**src/rtl/adc_sar_pkg.sv**
```systemverilog
package adc_sar_pkg;

    typedef enum logic [2:0] {
        ST_IDLE   = 3'd0,
        ST_SAMPLE = 3'd1,
        ST_HOLD   = 3'd2,
        ST_SET    = 3'd3,
        ST_CMP    = 3'd4,
        ST_FINISH = 3'd5
    } sar_state_t;

endpackage

```
**src/rtl/adc_conv_tick.sv**
```systemverilog
module adc_conv_tick (
    input  logic clk,
    input  logic rst_n,
    input  logic run,
    input  logic restart,
    input  logic half,
    output logic tick
);

    logic phase_q;

    always_ff @(posedge clk or negedge rst_n) begin
        if (!rst_n) begin
            phase_q <= 1'b0;
        end else if (restart) begin
            phase_q <= 1'b0;
        end else if (run) begin
            phase_q <= ~phase_q;
        end
    end

    always_comb begin
        tick = run && (!half || phase_q);
    end

    AST_HALF_SPACING: assert property (@(posedge clk) disable iff (!rst_n)
        (run && half && tick) |=> !tick);

endmodule

```
**src/rtl/adc_sar_fsm.sv**
```systemverilog
module adc_sar_fsm
    import adc_sar_pkg::*;
#(
    parameter int RES_BITS     = 8,
    parameter int CH_BITS      = 3,
    parameter int SAMPLE_TICKS = 6,
    parameter int HOLD_TICKS   = 2,
    parameter int FINISH_TICKS = 3,
    localparam int CNT_W = $clog2(SAMPLE_TICKS + HOLD_TICKS + FINISH_TICKS + 1),
    localparam int IDX_W = $clog2(RES_BITS)
) (
    input  logic               clk,
    input  logic               rst_n,
    input  logic               start,
    input  logic [CH_BITS-1:0] ch_sel,
    input  logic               clk_half,
    input  logic               tick,
    output logic               busy,
    output logic               start_acc,
    output logic [CH_BITS-1:0] chan_q,
    output logic               half_q,
    output logic               sample_en,
    output logic               seed,
    output logic               decide,
    output logic [IDX_W-1:0]   bit_idx,
    output logic               latch,
    output logic               done
);

    sar_state_t         state_q, state_d;
    logic [CNT_W-1:0]   cnt_q, cnt_d;
    logic [IDX_W-1:0]   idx_q, idx_d;
    logic               done_q;

    logic sample_last, hold_last, finish_last;

    always_comb begin
        sample_last = (cnt_q == CNT_W'(SAMPLE_TICKS - 1));
        hold_last   = (cnt_q == CNT_W'(HOLD_TICKS - 1));
        finish_last = (cnt_q == CNT_W'(FINISH_TICKS - 1));
    end

    // next-state logic
    always_comb begin
        state_d = state_q;
        cnt_d   = cnt_q;
        idx_d   = idx_q;
        unique case (state_q)
            ST_IDLE: begin
                if (start) begin
                    state_d = ST_SAMPLE;
                    cnt_d   = '0;
                end
            end
            ST_SAMPLE: begin
                if (tick) begin
                    if (sample_last) begin
                        state_d = ST_HOLD;
                        cnt_d   = '0;
                    end else begin
                        cnt_d = cnt_q + 1'b1;
                    end
                end
            end
            ST_HOLD: begin
                if (tick) begin
                    if (hold_last) begin
                        state_d = ST_SET;
                        cnt_d   = '0;
                        idx_d   = IDX_W'(RES_BITS - 1);
                    end else begin
                        cnt_d = cnt_q + 1'b1;
                    end
                end
            end
            ST_SET: begin
                if (tick) begin
                    state_d = ST_CMP;
                end
            end
            ST_CMP: begin
                if (tick) begin
                    if (idx_q == '0) begin
                        state_d = ST_FINISH;
                        cnt_d   = '0;
                    end else begin
                        state_d = ST_SET;
                        idx_d   = idx_q - 1'b1;
                    end
                end
            end
            ST_FINISH: begin
                if (tick) begin
                    if (finish_last) begin
                        state_d = ST_IDLE;
                        cnt_d   = '0;
                    end else begin
                        cnt_d = cnt_q + 1'b1;
                    end
                end
            end
            default: state_d = ST_IDLE;
        endcase
    end

    // state register
    always_ff @(posedge clk or negedge rst_n) begin
        if (!rst_n) begin
            state_q <= ST_IDLE;
            cnt_q   <= '0;
            idx_q   <= '0;
            chan_q  <= '0;
            half_q  <= 1'b0;
            done_q  <= 1'b0;
        end else begin
            state_q <= state_d;
            cnt_q   <= cnt_d;
            idx_q   <= idx_d;
            done_q  <= latch;
            if (start_acc) begin
                chan_q <= ch_sel;
                half_q <= clk_half;
            end
        end
    end

    // outputs
    always_comb begin
        busy      = (state_q != ST_IDLE);
        start_acc = (state_q == ST_IDLE) && start;
        sample_en = (state_q == ST_SAMPLE);
        seed      = (state_q == ST_HOLD) && tick && hold_last;
        decide    = (state_q == ST_CMP) && tick;
        latch     = (state_q == ST_FINISH) && tick && finish_last;
        bit_idx   = idx_q;
        done      = done_q;
    end

    AST_DONE_PULSE: assert property (@(posedge clk) disable iff (!rst_n)
        done_q |=> !done_q);

    AST_BUSY_START_IGNORED: assert property (@(posedge clk) disable iff (!rst_n)
        (busy && start) |=> ($stable(chan_q) && $stable(half_q)));

    AST_SAMPLE_FOLLOWS_START: assert property (@(posedge clk) disable iff (!rst_n)
        start_acc |=> sample_en);

endmodule

```
**src/rtl/adc_sar_reg.sv**
```systemverilog
module adc_sar_reg #(
    parameter int RES_BITS = 8,
    localparam int IDX_W = $clog2(RES_BITS)
) (
    input  logic                clk,
    input  logic                rst_n,
    input  logic                clear,
    input  logic                seed,
    input  logic                decide,
    input  logic [IDX_W-1:0]    bit_idx,
    input  logic                cmp_in,
    input  logic                latch,
    input  logic                sample_en,
    output logic [RES_BITS-1:0] trial,
    output logic [RES_BITS-1:0] result
);

    localparam logic [RES_BITS-1:0] MSB_ONE = {1'b1, {(RES_BITS-1){1'b0}}};

    logic [RES_BITS-1:0] sar_q, sar_d;
    logic [RES_BITS-1:0] result_q;

    always_comb begin
        sar_d = sar_q;
        if (clear) begin
            sar_d = '0;
        end else if (seed) begin
            sar_d = MSB_ONE;
        end else if (decide) begin
            if (!cmp_in) begin
                sar_d[bit_idx] = 1'b0;
            end
            if (bit_idx != '0) begin
                sar_d[bit_idx - 1'b1] = 1'b1;
            end
        end
    end

    always_ff @(posedge clk or negedge rst_n) begin
        if (!rst_n) begin
            sar_q    <= '0;
            result_q <= '0;
        end else begin
            sar_q <= sar_d;
            if (latch) begin
                result_q <= sar_q;
            end
        end
    end

    assign trial  = sar_q;
    assign result = result_q;

    AST_SAMPLE_CODE_ZERO: assert property (@(posedge clk) disable iff (!rst_n)
        sample_en |-> (sar_q == '0));

    AST_REJECT_CLEARS: assert property (@(posedge clk) disable iff (!rst_n)
        (decide && !cmp_in) |=> !sar_q[$past(bit_idx)]);

    AST_ACCEPT_KEEPS: assert property (@(posedge clk) disable iff (!rst_n)
        (decide && cmp_in) |=> sar_q[$past(bit_idx)]);

    AST_RESULT_HOLD: assert property (@(posedge clk) disable iff (!rst_n)
        !latch |=> $stable(result_q));

    AST_SEED_MSB: assert property (@(posedge clk) disable iff (!rst_n)
        seed |=> (sar_q == MSB_ONE));

endmodule

```
**src/rtl/adc_sar_sequencer.sv**
```systemverilog
module adc_sar_sequencer #(
    parameter int RES_BITS     = 8,
    parameter int CH_BITS      = 3,
    parameter int SAMPLE_TICKS = 6,
    parameter int HOLD_TICKS   = 2,
    parameter int FINISH_TICKS = 3
) (
    input  logic                clk,
    input  logic                rst_n,
    input  logic                start,
    input  logic [CH_BITS-1:0]  ch_sel,
    input  logic                clk_half,
    input  logic                cmp_in,
    output logic [CH_BITS-1:0]  mux_sel,
    output logic                sample_en,
    output logic [RES_BITS-1:0] dac_code,
    output logic [RES_BITS-1:0] result,
    output logic                done
);

    localparam int IDX_W      = $clog2(RES_BITS);
    localparam int TOTAL_TICK = SAMPLE_TICKS + HOLD_TICKS + 2 * RES_BITS + FINISH_TICKS;
    localparam int CYC_W      = $clog2(2 * TOTAL_TICK + 2);

    logic             tick, busy, start_acc, half_q;
    logic             seed, decide, latch;
    logic [IDX_W-1:0] bit_idx;

    adc_conv_tick u_tick (
        .clk     (clk),
        .rst_n   (rst_n),
        .run     (busy),
        .restart (start_acc),
        .half    (half_q),
        .tick    (tick)
    );

    adc_sar_fsm #(
        .RES_BITS     (RES_BITS),
        .CH_BITS      (CH_BITS),
        .SAMPLE_TICKS (SAMPLE_TICKS),
        .HOLD_TICKS   (HOLD_TICKS),
        .FINISH_TICKS (FINISH_TICKS)
    ) u_fsm (
        .clk       (clk),
        .rst_n     (rst_n),
        .start     (start),
        .ch_sel    (ch_sel),
        .clk_half  (clk_half),
        .tick      (tick),
        .busy      (busy),
        .start_acc (start_acc),
        .chan_q    (mux_sel),
        .half_q    (half_q),
        .sample_en (sample_en),
        .seed      (seed),
        .decide    (decide),
        .bit_idx   (bit_idx),
        .latch     (latch),
        .done      (done)
    );

    adc_sar_reg #(
        .RES_BITS (RES_BITS)
    ) u_reg (
        .clk       (clk),
        .rst_n     (rst_n),
        .clear     (start_acc),
        .seed      (seed),
        .decide    (decide),
        .bit_idx   (bit_idx),
        .cmp_in    (cmp_in),
        .latch     (latch),
        .sample_en (sample_en),
        .trial     (dac_code),
        .result    (result)
    );

    // conversion-length checker: system cycles since the accepting edge
    logic [CYC_W-1:0] cyc_q;

    always_ff @(posedge clk or negedge rst_n) begin
        if (!rst_n) begin
            cyc_q <= '0;
        end else if (start_acc) begin
            cyc_q <= '0;
        end else if (busy) begin
            cyc_q <= cyc_q + 1'b1;
        end
    end

    AST_CONV_LENGTH: assert property (@(posedge clk) disable iff (!rst_n)
        done |-> (cyc_q == (half_q ? CYC_W'(2 * TOTAL_TICK) : CYC_W'(TOTAL_TICK))));

endmodule

```
**config.mk**
```make
export PLATFORM = sky130hd
export DESIGN_NAME = adc_sar_sequencer
export DESIGN_NICKNAME = d
export VERILOG_FILES = /design/src/rtl/adc_sar_pkg.sv /design/src/rtl/adc_conv_tick.sv /design/src/rtl/adc_sar_fsm.sv /design/src/rtl/adc_sar_reg.sv /design/src/rtl/adc_sar_sequencer.sv
export SDC_FILE = /design/constraint.sdc
export NUM_CORES = 1
export LEC_CHECK = 0
export BUFFER_PORTS_ARGS = -buffer_cell sky130_fd_sc_hd__buf_4
export CORE_MARGIN = 3
export CORE_UTILIZATION = 60
export DETAILED_ROUTE_END_ITERATION = 10
export MAX_ROUTING_LAYER = met4
export PLACE_DENSITY = 0.84
export SLEW_MARGIN = 25
export SYNTH_ARGS = -nofsm -noshare
export SYNTH_HDL_FRONTEND = slang
export SYNTH_HIERARCHICAL = 1
export SYNTH_SLANG_ARGS = --single-unit
```
**constraint.sdc**
```tcl
create_clock -name clk -period 5.37 [get_ports clk]
set_input_delay 0.2685 -clock clk [delete_from_list [all_inputs] [get_ports clk]]
set_output_delay 0.2685 -clock clk [all_outputs]
set_load 0.02 [all_outputs]
```
Word level (Yosys, flattened, before mapping)
Index checks and enable logic that the tools add are counted.
- flip-flop bits (word level): 32
- output and inout port bits: 21
- input bits: 8
- magnitude comparators: 4
- bitwise gates (word level): 4
- equal/unequal tests: 19
- reduce and logical (&&, ||, !) cells: 22
- add/subtract/negate cells: 2
- multiplexer cells: 40
- operator list (cell ; number):
    2-to-1 mux 8 bit ; 8
    2-to-1 mux 3 bit ; 14
    2-to-1 mux 4 bit ; 9
    one-hot mux 4 bit (5 select lines) ; 1
    != test 2 x 1 -> 1 bit (second input constant) ; 9
    one-hot mux 3 bit (6 select lines) ; 1
    logical AND 1 bit ; 9
    AND reduction 9 bit ; 1
    nonzero test 3 bit ; 3
    bitwise AND 8 bit ; 1
    < comparator 3 x 4 -> 1 bit (second input constant) ; 2
    inverter 8 bit ; 1
    bitwise OR 8 bit ; 1
    AND reduction 7 bit ; 1
    demux 1 bit (select 3 bit) ; 2
    == test 3 x 2 -> 1 bit (second input constant) ; 2
    == test 3 bit (second input constant) ; 2
    >= comparator 3 x 1 -> 1 bit (second input constant) ; 2
    zero test 3 bit ; 2
    one-hot mux 3 bit (2 select lines) ; 1
    AND reduction 5 bit ; 1
    nonzero test 5 bit ; 1
    adder 4 x 1 -> 4 bit (second input constant) ; 1
    == test 4 x 1 -> 1 bit (second input constant) ; 1
    10 further kinds ; 15

Longest topological paths before layout
- word-level depth: 15
- gate-level depth with buffers: 9

Cells and area by module
The synthesis kept the hierarchy.
- by module, submodules not included (module ; cells an instance ; times used ; area an instance (µm²)):
    adc_sar_fsm ; 104 ; 1 ; 1031.0
    adc_sar_reg ; 67 ; 1 ; 802.0
    adc_conv_tick ; 5 ; 1 ; 48.8

Least setup slack after synthesis
OpenSTA, ideal clock, no wires.
- path kind: reg-to-reg
- start point: register u_fsm.state_q[2]
- end point: register u_reg.sar_q[1] (netlist: u_reg/trial[1])
- setup time: 0.133 ns
- setup slack: 2.679 ns
- data arrival time: 2.558 ns
- period minus slack after synthesis: 2.691 ns
- buffers on the path: 2
- stages on the path, launching flop included: 10
- path through: dfrtp_1 -> buf_6 -> clkbuf_1 -> or3_1 -> a21boi_0 -> nand2b_1 -> nor2_1 -> or4b_4 -> o211ai_1 -> o31ai_1
- elaborated cells between the ends (all ways): 12
- RTL lines (element ; RTL line ; text):
    from (decl) ; adc_sar_fsm.sv:30 ; sar_state_t state_q, state_d;
    from (signal assigned) ; adc_sar_fsm.sv:116 ; state_q <= state_d;
    nonzero test 3 bit ; adc_sar_fsm.sv:129 ; busy = (state_q != ST_IDLE);
    via busy ; adc_sar_sequencer.sv:25 ; logic tick, busy, start_acc, half_q;
    logical AND 1 bit ; adc_conv_tick.sv:23 ; tick = run && (!half || phase_q);
    via tick ; adc_sar_sequencer.sv:25 ;
    logical AND 1 bit ; adc_sar_fsm.sv:133 ; decide = (state_q == ST_CMP) && tick;
    via decide ; adc_sar_sequencer.sv:26 ; logic seed, decide, latch;
    nonzero test 3 bit (no source line) ; - ;
    to (signal assigned) ; adc_sar_reg.sv:44 ; sar_q <= sar_d;
    to (decl) ; adc_sar_reg.sv:20 ; logic [RES_BITS-1:0] sar_q, sar_d;
The timed path passes the listed nets, and every way through them passes these cells.
A chain may end at the register's enable or synchronous reset.

Worst setup path after layout
Ends and elaborated chain as after synthesis.

==> tab_implementation.tex <==
\begin{tabular}{lr}
\hline
Metric & Value \\
\hline
\multicolumn{2}{l}{\textbf{Status}} \\
Result of the run & finished clean \\
\multicolumn{2}{l}{\textbf{Routing}} \\
Number of search-and-repair iterations in the first detailed-routing pass & 4 \\
Total via count in the routed design & 1524 \\
Number of DRC markers after the initial detailed-route iteration & 82 \\
Routed wire per std cell & 16.0 um \\
Remaining routing DRC violations & 0 \\
Via density & 6.17 \\
Antenna Nets Post-Route & 0 \\
Detailed-route wire length & 3940 um \\
\multicolumn{2}{l}{\textbf{Floorplan}} \\
Die area & 0.00384 mm2 \\
Width of the die & 62.0 um \\
I/O pin total & 29 \\
Core region area & 0.00288 mm2 \\
Rows & 19 \\
Initial Utilization & 0.654 \\
Die height & 62.0 um \\
\multicolumn{2}{l}{\textbf{Power and ir drop}} \\
Power per unit of standard cell area & 528 mW/mm2 \\
Cell leakage power & 0.955 nW \\
Proportion of total power due to net switching & 0.428 \\
Part of the power in the clock network & 0.155 \\
Sequential share of power & 0.369 \\
Max rail drop VDD & 354 uV \\
Combinational fraction of design power & 0.476 \\
Internal power summed over all cells & 0.658 mW \\
Switching power of the nets & 0.492 mW \\
\multicolumn{2}{l}{\textbf{Layout}} \\
Nets & 216 \\
Number of inserted diodes & 0 \\
FILL cells & 199 \\
Most common cell after layout, fill and taps aside & dfrtp\_1 \\
Post-layout instance area & 0.00218 mm2 \\
Synthesis-to-finish area growth & 15.8\% \\
Most used cells in the layout excluding fill and tap cells & 32 x dfrtp\_1, 28 x buf\_4, 12 x inv\_1, 12 x nand2\_1, 10 x nor2\_1 \\
Fraction of layout cells with a size suffix above 1 & 0.283 \\
\multicolumn{2}{l}{\textbf{Timing}} \\
Post-Route Setup TNS & 0 ns \\
Worst-case hold slack & 0.164 ns \\
Slew Limit Fails & 0 \\
Endpoints failing setup & 0 \\
Crit share post-route & 0.609 \\
Setup Skew & 0.0165 ns \\
Setup repair after global routing missed its margin & no \\
Count of final hold-check violations & 0 \\
Headroom to the max-slew limit & 0.429 \\
Slew at the pin with the worst max-slew slack & 0.849 ns \\
Min cycle time layout & 3.27 ns \\
Fmax & 306 MHz \\
\multicolumn{2}{l}{\textbf{GRT}} \\
Global routing usage summed across all routing layers & 0.242 \\
Antenna violations before repair & 0 \\
GRT overflow & 0 \\
Maximum number of pins on one net before global-route repair & 33 \\
Global-route wire length before repair & 6470 um \\
Vias in the first global route & 1365 \\
\multicolumn{2}{l}{\textbf{Logic synthesis}} \\
Average instance area after synthesis & 10.7 um2 \\
Sequential share of the synthesized area & 0.426 \\
Cells after synthesis & 176 \\
Number of nets in the synthesized netlist & 188 \\
Number of distinct library cells after synthesis & 53 \\
Synthesized flop and latch total & 32 \\
Yosys warning count & 6 \\
Top flip-flop cell by instance count after synthesis & dfrtp\_1 \\
Synthesized cell area & 0.00188 mm2 \\
Number of enable flip-flop cells after synthesis & 0 \\
Share of synthesized registers carrying an async set or reset & 1.00 \\
\multicolumn{2}{l}{\textbf{Clocking}} \\
Postcts setup bufs & 0 \\
Count of cells resized by post-cts repair & 0 \\
Clock transition at the registers of the reported paths & 0.11 ns \\
Worst-case clock buffer depth & 2 \\
H-tree levels & 2 \\
Worst skew pair latency & 0.33 ns \\
Clk Tree Root Cell & clkbuf\_4 \\
Number of sinks handled by clock tree synthesis & 32 \\
Number of clock buffers inserted by TritonCTS & 5 \\
CTS tree & yes \\
\multicolumn{2}{l}{\textbf{Critical path}} \\
Worst Path Max Fanout & 19 \\
Critical path type & reg -> reg \\
CP Data Required Time & 5.56 ns \\
Worst Setup Start Kind & flop \\
Element type at the critical path end & flop \\
Data arrival time of the worst path & 3.46 ns \\
\multicolumn{2}{l}{\textbf{Place}} \\
Number of port buffers & 28 \\
Final HPWL DP & 2890 um \\
Standard cell area after detailed placement & 0.00209 mm2 \\
Placer Congestion & 0.843 \\
\multicolumn{2}{l}{\textbf{Flow run}} \\
Max-capacitance violation count & 0 \\
\multicolumn{2}{l}{\textbf{Hold path}} \\
Hold Crit Class & in -> reg \\
\hline
\end{tabular}
worst paths after layout:
| kind | from | slack [ns] | to | depth (start not counted) |
|---|---|---|---|---|
| worst max-delay path | u_fsm/state_q[2] | 2.10 | u_reg/trial[1] | 7 |
| worst min-delay path | clk_half | 0.16 | u_fsm/half_q | 2 |
| worst max register to register | u_fsm/state_q[2] | 2.10 | u_reg/trial[1] | 7 |
| worst min register to register | u_fsm/chan_q[0] | 0.50 | u_fsm/chan_q[0] | 1 |
| max in group asynchronous | rst_n | 4.67 | u_reg/result[7] | 2 |
| min in group asynchronous | rst_n | 0.40 | u_fsm/cnt_q[2] | 2 |
synth_stat cells, drive strengths merged (3+ instances only):
library cell	number	area, um2
nand2	12	45.0
ha	4	50.1
nand2b	6	37.5
o21ai	5	25.0
a21oi	6	30.0
o31ai	4	30.0
nor4b	3	62.6
nor3	7	35.0
nor2b	3	18.8
a2111oi	4	41.3
buf	6	48.8
nor2	11	43.8
dfrtp	32	801
inv	12	45.0
nand4bb	3	33.8
nor3b	3	37.5
o211ai	8	60.1
xnor2	3	26.3
mux2	12	135
power by group through the flow:
stage / Sequential, mW / Combinational, mW / Clock [mW]
2_1_floorplan: 0.395 / 0.445 / 0
3_3_place_gp: 0.416 / 0.516 / 0
3_5_place_dp: 0.426 / 0.541 / 0
4_1_cts: 0.422 / 0.542 / 0.182
5_1_grt: 0.439 / 0.604 / 0.197
6_report: 0.424 / 0.547 / 0.179
layer usage:
| metal | vias up | part of all wire | track usage |
|---|---|---|---|
| met5 | - | 0 | - |
| met4 | 0 | 0.016 | 0.0818 |
| met3 | 8 | 0.080 | 0.0744 |
| met2 | 83 | 0.48 | 0.371 |
| met1 | 727 | 0.42 | 0.303 |
| li1 | 706 | - | - |
flip-flops by register name, indices dropped and copies added, names as in the netlist:
signal,flops
u_fsm/chan_q,3
u_fsm/cnt_q,4
u_fsm/half_q,1
u_reg/trial,8
u_reg/result,8
u_tick/phase_q,1
u_fsm/bit_idx,3
u_fsm/done,1
u_fsm/state_q,3
timing repair:
item	4_1_cts	5_1_grt
hold buffers	1	0
setup endpoints to repair	0	0
hold endpoints to repair	32	0
area by class of cell:
type	instances	area, um2	area share
well taps	42	52.6	0.0241
clock buffers	6	41.3	0.0189
inverters	13	48.8	0.0224
flip-flops and latches	32	801	0.367
repair buffers	29	220	0.101
multi-input cells	123	981	0.450
clock inverters	2	35.0	0.0161
cells by family (layout without fill, tap and decap cells):
kind of cell               count (synthesis)  in the layout  share of synthesized area
adders and majority gates                  4              4                     0.0266
and+or+nand+nor                           58             58                      0.212
muxes                                     13             13                     0.0771
buffers and inverters                     21             50                     0.0558
DFF                                       32             32                      0.426
AOI/OAI and AO/OA                         44             44                      0.184
xor gates and xnor gates                   4              4                     0.0186
critical path, stage by stage, from the launching register on:
cell and delay (ns):
dfrtp_1 0.74, or3_1 0.23, a21boi_0 0.69, nand2b_1 0.26, nor2_1 0.35, or4b_4 0.52
o211ai_1 0.21, o31ai_1 0.12
metrics by stage:
stage	util	worst slack (ns)	std cells	total power, mW
5_1_grt	0.758	1.87	247	1.24
6_report	0.758	2.10	247	1.15
3_3_place_gp	0.726	2.27	238	0.932
4_1_cts	0.756	1.95	247	1.15
2_1_floorplan	-	2.68	176	0.840
3_5_place_dp	0.726	2.01	238	0.966
Power figures use the tool's default switching activity.
